**config.mk**
```make
export PLATFORM = sky130hd
export DESIGN_NAME = tmr_pair
export DESIGN_NICKNAME = d
export VERILOG_FILES = /design/src/rtl/tmr_pair_pkg.sv /design/src/rtl/tmr_sync.sv /design/src/rtl/tmr_fall.sv /design/src/rtl/tmr_chan.sv /design/src/rtl/tmr_pair.sv
export SDC_FILE = /design/constraint.sdc
export NUM_CORES = 1
export LEC_CHECK = 0
export BUFFER_PORTS_ARGS = -buffer_cell sky130_fd_sc_hd__buf_2
export CAP_MARGIN = 20
export CORE_MARGIN = 2
export CORE_UTILIZATION = 61
export DETAILED_ROUTE_END_ITERATION = 10
export GPL_ROUTABILITY_DRIVEN = 0
export PLACE_DENSITY = 0.88
export SLEW_MARGIN = 20
export SYNTH_ARGS = -nofsm -noshare
export SYNTH_HDL_FRONTEND = slang
export SYNTH_HIERARCHICAL = 1
export SYNTH_SLANG_ARGS = --single-unit
```
**constraint.sdc**
```tcl
create_clock -name clk -period 2.8 [get_ports clk]
set_input_delay 0.28 -clock clk [delete_from_list [all_inputs] [get_ports clk]]
set_output_delay 0.28 -clock clk [all_outputs]
set_load 0.03 [all_outputs]
```
**src/rtl/tmr_pair_pkg.sv**
```systemverilog
package tmr_pair_pkg;

    localparam int BYTE_W = 8;
    localparam int CNT_W  = 2 * BYTE_W;
    localparam int PRE_W  = 5;
    localparam int NCH    = 2;
    localparam int ADDR_W = 3;

    localparam logic [ADDR_W-1:0] ADDR_CFG = '0;

    typedef enum logic [1:0] {
        MODE_PRE13  = 2'b00,
        MODE_CAS16  = 2'b01,
        MODE_RELOAD = 2'b10,
        MODE_SPLIT  = 2'b11
    } tmr_mode_e;

    // Field order matches the register nibble: gate at the top, mode at the bottom.
    typedef struct packed {
        logic      gate;
        logic      is_evt;
        tmr_mode_e mode;
    } chan_cfg_t;

    typedef struct packed {
        logic [BYTE_W-1:0] hi;
        logic [BYTE_W-1:0] lo;
    } cnt_pair_t;

    function automatic logic [ADDR_W-1:0] lo_addr(input int ch);
        return ADDR_W'(1 + 2 * ch);
    endfunction

    function automatic logic [ADDR_W-1:0] hi_addr(input int ch);
        return ADDR_W'(2 + 2 * ch);
    endfunction

endpackage

```
**src/rtl/tmr_sync.sv**
```systemverilog
module tmr_sync #(
    parameter int W      = 4,
    parameter int STAGES = 2
) (
    input  logic         clk,
    input  logic         rst,
    input  logic [W-1:0] d,
    output logic [W-1:0] q
);

    logic [W-1:0] chain [STAGES];

    for (genvar s = 0; s < STAGES; s++) begin : g_stage
        if (s == 0) begin : g_first
            always_ff @(posedge clk) begin
                if (rst) chain[s] <= '0;
                else     chain[s] <= d;
            end
        end else begin : g_next
            always_ff @(posedge clk) begin
                if (rst) chain[s] <= '0;
                else     chain[s] <= chain[s-1];
            end
        end
    end

    assign q = chain[STAGES-1];

endmodule

```
**src/rtl/tmr_fall.sv**
```systemverilog
module tmr_fall #(
    parameter int W = 2
) (
    input  logic         clk,
    input  logic         rst,
    input  logic [W-1:0] lvl,
    output logic [W-1:0] fall
);

    logic [W-1:0] prev_q;

    always_ff @(posedge clk) begin
        if (rst) prev_q <= '0;
        else     prev_q <= lvl;
    end

    // A high sample followed by a low sample is one event.
    assign fall = prev_q & ~lvl;

endmodule

```
**src/rtl/tmr_chan.sv**
```systemverilog
module tmr_chan
    import tmr_pair_pkg::*;
#(
    parameter bit SPLIT_OK = 1'b1
) (
    input  logic              clk,
    input  logic              rst,
    input  chan_cfg_t         cfg,
    input  logic              step,
    input  logic              split_step,
    input  logic              wr_lo,
    input  logic              wr_hi,
    input  logic [BYTE_W-1:0] wdata,
    output cnt_pair_t         cnt,
    output logic              wrap_main,
    output logic              wrap_split
);

    cnt_pair_t cnt_q;
    cnt_pair_t cnt_d;
    logic      hold;

    assign hold = wr_lo | wr_hi;

    always_comb begin
        cnt_d      = cnt_q;
        wrap_main  = 1'b0;
        wrap_split = 1'b0;
        if (!hold) begin
            unique case (cfg.mode)
                MODE_PRE13: begin
                    if (step) begin
                        if (&cnt_q.lo[PRE_W-1:0]) begin
                            cnt_d.lo[PRE_W-1:0] = '0;
                            cnt_d.hi            = cnt_q.hi + BYTE_W'(1);
                            wrap_main           = &cnt_q.hi;
                        end else begin
                            cnt_d.lo[PRE_W-1:0] = cnt_q.lo[PRE_W-1:0] + PRE_W'(1);
                        end
                    end
                end
                MODE_CAS16: begin
                    if (step) begin
                        cnt_d     = cnt_q + CNT_W'(1);
                        wrap_main = &cnt_q;
                    end
                end
                MODE_RELOAD: begin
                    if (step) begin
                        if (&cnt_q.lo) begin
                            cnt_d.lo  = cnt_q.hi;
                            wrap_main = 1'b1;
                        end else begin
                            cnt_d.lo = cnt_q.lo + BYTE_W'(1);
                        end
                    end
                end
                MODE_SPLIT: begin
                    if (SPLIT_OK) begin
                        if (step) begin
                            cnt_d.lo  = cnt_q.lo + BYTE_W'(1);
                            wrap_main = &cnt_q.lo;
                        end
                        if (split_step) begin
                            cnt_d.hi   = cnt_q.hi + BYTE_W'(1);
                            wrap_split = &cnt_q.hi;
                        end
                    end
                end
                default: ;
            endcase
        end
        if (wr_lo) cnt_d.lo = wdata;
        if (wr_hi) cnt_d.hi = wdata;
    end

    always_ff @(posedge clk) begin
        if (rst) cnt_q <= '0;
        else     cnt_q <= cnt_d;
    end

    assign cnt = cnt_q;

endmodule

```
**src/rtl/tmr_pair.sv**
```systemverilog
module tmr_pair
    import tmr_pair_pkg::*;
#(
    parameter int SYNC_STAGES = 2
) (
    input  logic              clk,
    input  logic              rst,
    input  logic              bus_we,
    input  logic [ADDR_W-1:0] bus_addr,
    input  logic [BYTE_W-1:0] bus_wdata,
    output logic [BYTE_W-1:0] bus_rdata,
    input  logic [NCH-1:0]    run,
    input  logic [NCH-1:0]    ev_in,
    input  logic [NCH-1:0]    gate_in,
    output logic [NCH-1:0]    ovf
);

    chan_cfg_t      cfg_q [NCH];
    cnt_pair_t      cnt_v [NCH];
    logic [NCH-1:0] ev_s, gate_s, ev_fall;
    logic [NCH-1:0] en, step, split_step, wr_lo, wr_hi;
    logic [NCH-1:0] wrap_main, wrap_split;
    logic [NCH-1:0] ovf_d, ovf_q;

    // Configuration register: the channel 1 nibble is above the channel 0 nibble.
    always_ff @(posedge clk) begin
        if (rst) begin
            for (int c = 0; c < NCH; c++) cfg_q[c] <= '0;
        end else if (bus_we && bus_addr == ADDR_CFG) begin
            {cfg_q[1], cfg_q[0]} <= bus_wdata;
        end
    end

    tmr_sync #(.W(2 * NCH), .STAGES(SYNC_STAGES)) u_sync (
        .clk (clk),
        .rst (rst),
        .d   ({gate_in, ev_in}),
        .q   ({gate_s, ev_s})
    );

    tmr_fall #(.W(NCH)) u_fall (
        .clk  (clk),
        .rst  (rst),
        .lvl  (ev_s),
        .fall (ev_fall)
    );

    for (genvar c = 0; c < NCH; c++) begin : g_ch
        assign en[c]         = run[c] & (~cfg_q[c].gate | gate_s[c]);
        assign step[c]       = en[c] & (cfg_q[c].is_evt ? ev_fall[c] : 1'b1);
        assign split_step[c] = (c == 0) ? run[NCH-1] : 1'b0;
        assign wr_lo[c]      = bus_we && (bus_addr == lo_addr(c));
        assign wr_hi[c]      = bus_we && (bus_addr == hi_addr(c));

        tmr_chan #(.SPLIT_OK(c == 0)) u_ch (
            .clk        (clk),
            .rst        (rst),
            .cfg        (cfg_q[c]),
            .step       (step[c]),
            .split_step (split_step[c]),
            .wr_lo      (wr_lo[c]),
            .wr_hi      (wr_hi[c]),
            .wdata      (bus_wdata),
            .cnt        (cnt_v[c]),
            .wrap_main  (wrap_main[c]),
            .wrap_split (wrap_split[c])
        );
    end

    // The split high byte of channel 0 reports on the last channel's flag.
    always_comb begin
        ovf_d          = wrap_main;
        ovf_d[NCH-1]   = wrap_main[NCH-1] | (|wrap_split);
    end

    always_ff @(posedge clk) begin
        if (rst) ovf_q <= '0;
        else     ovf_q <= ovf_d;
    end

    assign ovf = ovf_q;

    always_comb begin
        bus_rdata = '0;
        if (bus_addr == ADDR_CFG) bus_rdata = {cfg_q[1], cfg_q[0]};
        for (int c = 0; c < NCH; c++) begin
            if (bus_addr == lo_addr(c)) bus_rdata = cnt_v[c].lo;
            if (bus_addr == hi_addr(c)) bus_rdata = cnt_v[c].hi;
        end
    end

endmodule

```
* Yosys cells after proc, flatten, opt, wreduce, memory -nomap -nowiden
Memories as Yosys holds them, arrays and structs flattened.
Index checks and enable logic that the tools add are counted.
** Word-level totals
- Input bits :: 20
- Memories :: 1
- Register bits after elaboration :: 44
- Logic and storage cells :: 151
- RAM bits :: 8
- Memory bits (read-only) :: 0
- Bits in latches :: 0
** Operators by class
- Reduce and logical (&&, ||, !) cells :: 28
- Eq/ne operators :: 27
- Bitwise logic cells :: 15
- Mux-type cells :: 57
- Divide/modulo/power cells :: 0
- $add $sub $neg :: 8
- Magnitude comparators :: 0
- Shift-type cells :: 0
- $mul :: 0
** Memory list
- u_sync.chain :: words 2, width 4, rd ports 2, clocked after Yosys merged registers in 0, write ports 2, RTL line tmr_sync.sv:11 : logic [W-1:0] chain [STAGES];
** Operators by type and width (number)
- 8-bit two-way mux :: 19
- 16-bit two-way mux :: 4
- 3-bit by 1-bit inequality test with 1-bit output (second input constant) :: 13
- 16-bit by 1-bit adder with 16-bit output (second input constant) :: 2
- 8-bit by 1-bit adder with 8-bit output (second input constant) :: 4
- 16-bit AND reduction :: 2
- 8-bit AND reduction :: 4
- 5-bit AND reduction :: 6
- 8-bit one-hot mux with 3 select lines :: 1
- 1-bit two-way mux :: 20
- 5-bit two-way mux :: 4
- 5-bit one-hot mux with 4 select lines :: 1
- 8-bit one-hot mux with 2 select lines :: 1
- 5-bit one-hot mux with 3 select lines :: 1
- 4-bit nonzero test :: 3
- 5-bit by 1-bit adder with 5-bit output (second input constant) :: 2
- 3-bit one-hot mux with 3 select lines :: 1
- 4-bit two-way mux :: 2
- 2-bit by 1-bit inequality test with 1-bit output (second input constant) :: 4
- 1-bit bitwise OR :: 7
- 2-bit equality test (second input constant) :: 3
- 3-bit by 2-bit equality test with 1-bit output (second input constant) :: 2
- 3-bit one-hot mux with 2 select lines :: 1
- 6-bit AND reduction :: 1
- other kinds (16) :: 27

* Depth between registers and ports, before layout
An unclocked memory read counts as a cell.
- Depth in word-level cells :: 9
- Depth in mapped cells :: 9
- Gate-level depth less buffers :: 8

* Hierarchy
Netlist, hierarchy kept.
** Modules (own cells, without submodules)
- tmr_chan at g_ch[1].u_ch :: cells an instance 190, times used 1, area an instance 1496.4 µm²
- tmr_chan at g_ch[0].u_ch :: cells an instance 182, times used 1, area an instance 1400.1 µm²
- tmr_pair :: cells an instance 99, times used 1, area an instance 807.0 µm²
- tmr_sync :: cells an instance 16, times used 1, area an instance 210.2 µm²
- tmr_fall :: cells an instance 6, times used 1, area an instance 67.6 µm²

* Least setup slack after synthesis
No wires, ideal clock.
- Kind :: register -> register
- Start point :: register g_ch[0].u_ch.cnt_q (netlist bit g_ch[0].u_ch/cnt[0])
- End point :: register g_ch[0].u_ch.cnt_q (netlist bit g_ch[0].u_ch/cnt[14])
- Stages on the path, launching flop included :: 10
- Arrival :: 2.258 ns
- Data required time :: 2.721 ns
- Path slack :: 0.463 ns
- Cells stage by stage :: dfxtp_1 -> ha_1 -> and3_1 -> ha_1 -> a21boi_0 -> a2111o_1 -> buf_6 -> a2111oi_4 -> xnor2_1 -> a211oi_2
** On the way
- Word-level cells in the longest chain between the ends :: 5
** Ends and longest elaborated chain
- from (decl) :: RTL line tmr_chan.sv:19 : cnt_pair_t cnt_q;
- from (signal assigned) :: RTL line tmr_chan.sv:79 : else cnt_q <= cnt_d;
- 16-bit by 1-bit adder with 16-bit output :: RTL line tmr_chan.sv:44 : cnt_d = cnt_q + CNT_W'(1);
- 16-bit two-way mux :: RTL line tmr_chan.sv:43 : if (step) begin
- 8-bit one-hot mux with 3 select lines :: RTL line tmr_chan.sv:30 : unique case (cfg.mode)
- 16-bit two-way mux :: RTL line tmr_chan.sv:29 : if (!hold) begin
- 8-bit two-way mux :: RTL line tmr_chan.sv:74 : if (wr_hi) cnt_d.hi = wdata;
Several ways; a longest one is shown, not always the timed one. The select of a mux whose other input is x is not followed.
A chain may end at the register's enable or synchronous reset.

* Worst setup path after layout
- Start point :: register g_ch[0].u_ch.cnt_q (netlist bit g_ch[0].u_ch/cnt[1])
- End point :: register g_ch[0].u_ch.cnt_q (netlist bit g_ch[0].u_ch/cnt[14])
Same word-level chain as after synthesis.

==> out/qor.csv <==
metric;value;unit
status;completed;
final_common_cell;dfxtp_1;
clock_latency;0.33;ns
synth_area;3980;sq um
required;3.07;ns
layout_common_cells;52 x dfxtp_1, 43 x nand2_1, 35 x inv_1, 31 x a21oi_1;
postRouteAntennaNets;0;
slowest_delay;0.49;ns
ir_drop;0.000270;V
cts_root_buf;clkbuf_8;
critPathSlowestCell;a2111o_2;
grt_pass1_vias;3797;
max-slew-margin-rel;48.9;%
syn_to_final_growth;6.10;%
dp.final_hpwl;8.33;mm
io_pins;30;
dp.cells;578;
tns;0;ns
finalHoldViolCount;0;
stdcell_count;586;
route.detailed.drc;0;
path_cells;ha_2, and3_1, ha_1, a21boi_0, a2111o_2, a2111oi_4, xnor2_1, a211oi_2;
grt_remaining_overflow;0;
num_rows;29;
post-route-min-period;2.55;ns
p_switching;0.516;mW
htreeDepth;2;
antenna_found_initial;0;
fmax;0.392;GHz
tightest_slew;0.766;ns
dpl_cell_area;4110;sq um
leakagePower;1.53;nW
cts_buffers;5;
drtIter0Drc;649;
dieArea;7180;sq um
grt_max_degree;40;
endpoint_kind;register;
core_region_area;6310;sq um
antenna_cells_inserted;0;
cts_tree;yes;
fp.dieH;84.8;um
maxSlewViolCount;0;
internal-power;1.07;mW
viasPerCell;7.08;
ctsHoldBuffers;0;
port_buffers;29;
power_density;376;nW/um^2
syn_area_per_cell;8.08;sq um
grt_pass1_wl;18.7;mm
worst_ep_arrival_time;2.81;ns
drt_pass1_iterations;8;
cts.reportedPaths.clkPinSlew;0.12;ns
vias;4147;
setup_viol;0;
clock_sinks;52;
whs;0.160;ns
maxCapViolCount;0;
start_kind;register;
min_period_over_period;91.0;%
rsz0062_at_grt;false;
start_util;63.0;%
worst-setup-path-type;reg -> reg;
worst-path-buf-inv;0;
stdcell_area;4220;sq um
routed_wl;11.6;mm
synthesis.nets;526;
nNetsFinal;542;
clock_path_buffers;2;
clock_skew;0.0233;ns
fillCellCount;537;
wl_per_cell;19.9;um
drive_gt1_share;14.9;%
die_w;84.8;um
power_frac_seq;51.6;%
power_switching_share;32.6;%
ys_warn_count;6;
comb_power_share;17.8;%
crit_family;compound AO/OA/AOI/OAI gates;
worst_hold_path_type;in -> reg;
grtUsageTotal;32.2;%
syn_inst;492;
clockPowerShare;30.6;%
power;1.58;mW
critPathMaxFanout;9;
[layout make-up]
class / count / area (sq um) / area share [%]
clock inverters: 3 / 33.8 / 0.800
inverters: 35 / 131 / 3.11
clock buffers: 5 / 68.8 / 1.63
flip-flops and latches: 52 / 1040 / 24.7
well taps: 77 / 96.3 / 2.28
multi-input cells: 376 / 2640 / 62.5
repair buffers: 38 / 213 / 5.04
[routing by layer]
metal,track usage [%],up-vias,share of wire (%)
met2,50.5,342,44
met1,43.4,1867,39
li1,-,1861,-
met4,13.4,0,5.1
met3,6.19,77,13
met5,0,-,0
[worst register-to-register path: stages, from the launching register on]
cell and delay [ns]:
dfxtp_1 0.44, ha_2 0.27, and3_1 0.17, ha_1 0.26, a21boi_0 0.12, a2111o_2 0.49
a2111oi_4 0.39, xnor2_1 0.13, a211oi_2 0.21
[what timing repair did]
action,4_1_cts,5_1_grt
setup buffers,0,0
hold endpoints to repair,0,0
resized for setup,0,2
endpoints found under the setup margin,0,3
[state kept, by name, indices dropped and copies added (netlist names)]
signal         flops
u_fall/prev_q      2
ovf                2
g_ch.u_ch/cnt     32
u_sync/chain       8
cfg_q              8
[stage by stage]
step | utilization (%) | setup WS [ns]
after CTS | 66.8 | 0.165
after floorplan | - | 0.463
after global routing | 66.8 | 0.0199
final | 66.8 | 0.252
after detailed placement | 65.2 | 0.205
after global placement | 65.2 | 0.306
[final timing paths]
kind | from | end | slack (ns) | cells after the start
max | g_ch[0].u_ch/cnt[1] | g_ch[0].u_ch/cnt[14] | 0.25 | 8
min | gate_in[0] | u_sync/chain[0][2] | 0.16 | 2
max reg2reg | g_ch[0].u_ch/cnt[1] | g_ch[0].u_ch/cnt[14] | 0.25 | 8
min reg2reg | u_sync/chain[0][0] | u_sync/chain[1][0] | 0.45 | 1
[power groups by stage]
stage / registers (mW) / logic [mW] / clock network [mW]
after CTS: 0.815 / 0.271 / 0.490
after floorplan: 0.818 / 0.198 / 0
after detailed placement: 0.832 / 0.268 / 0
final: 0.817 / 0.283 / 0.485
after global routing: 0.823 / 0.302 / 0.523
after global placement: 0.830 / 0.260 / 0
No activity file was read; power rests on OpenSTA's default activity.
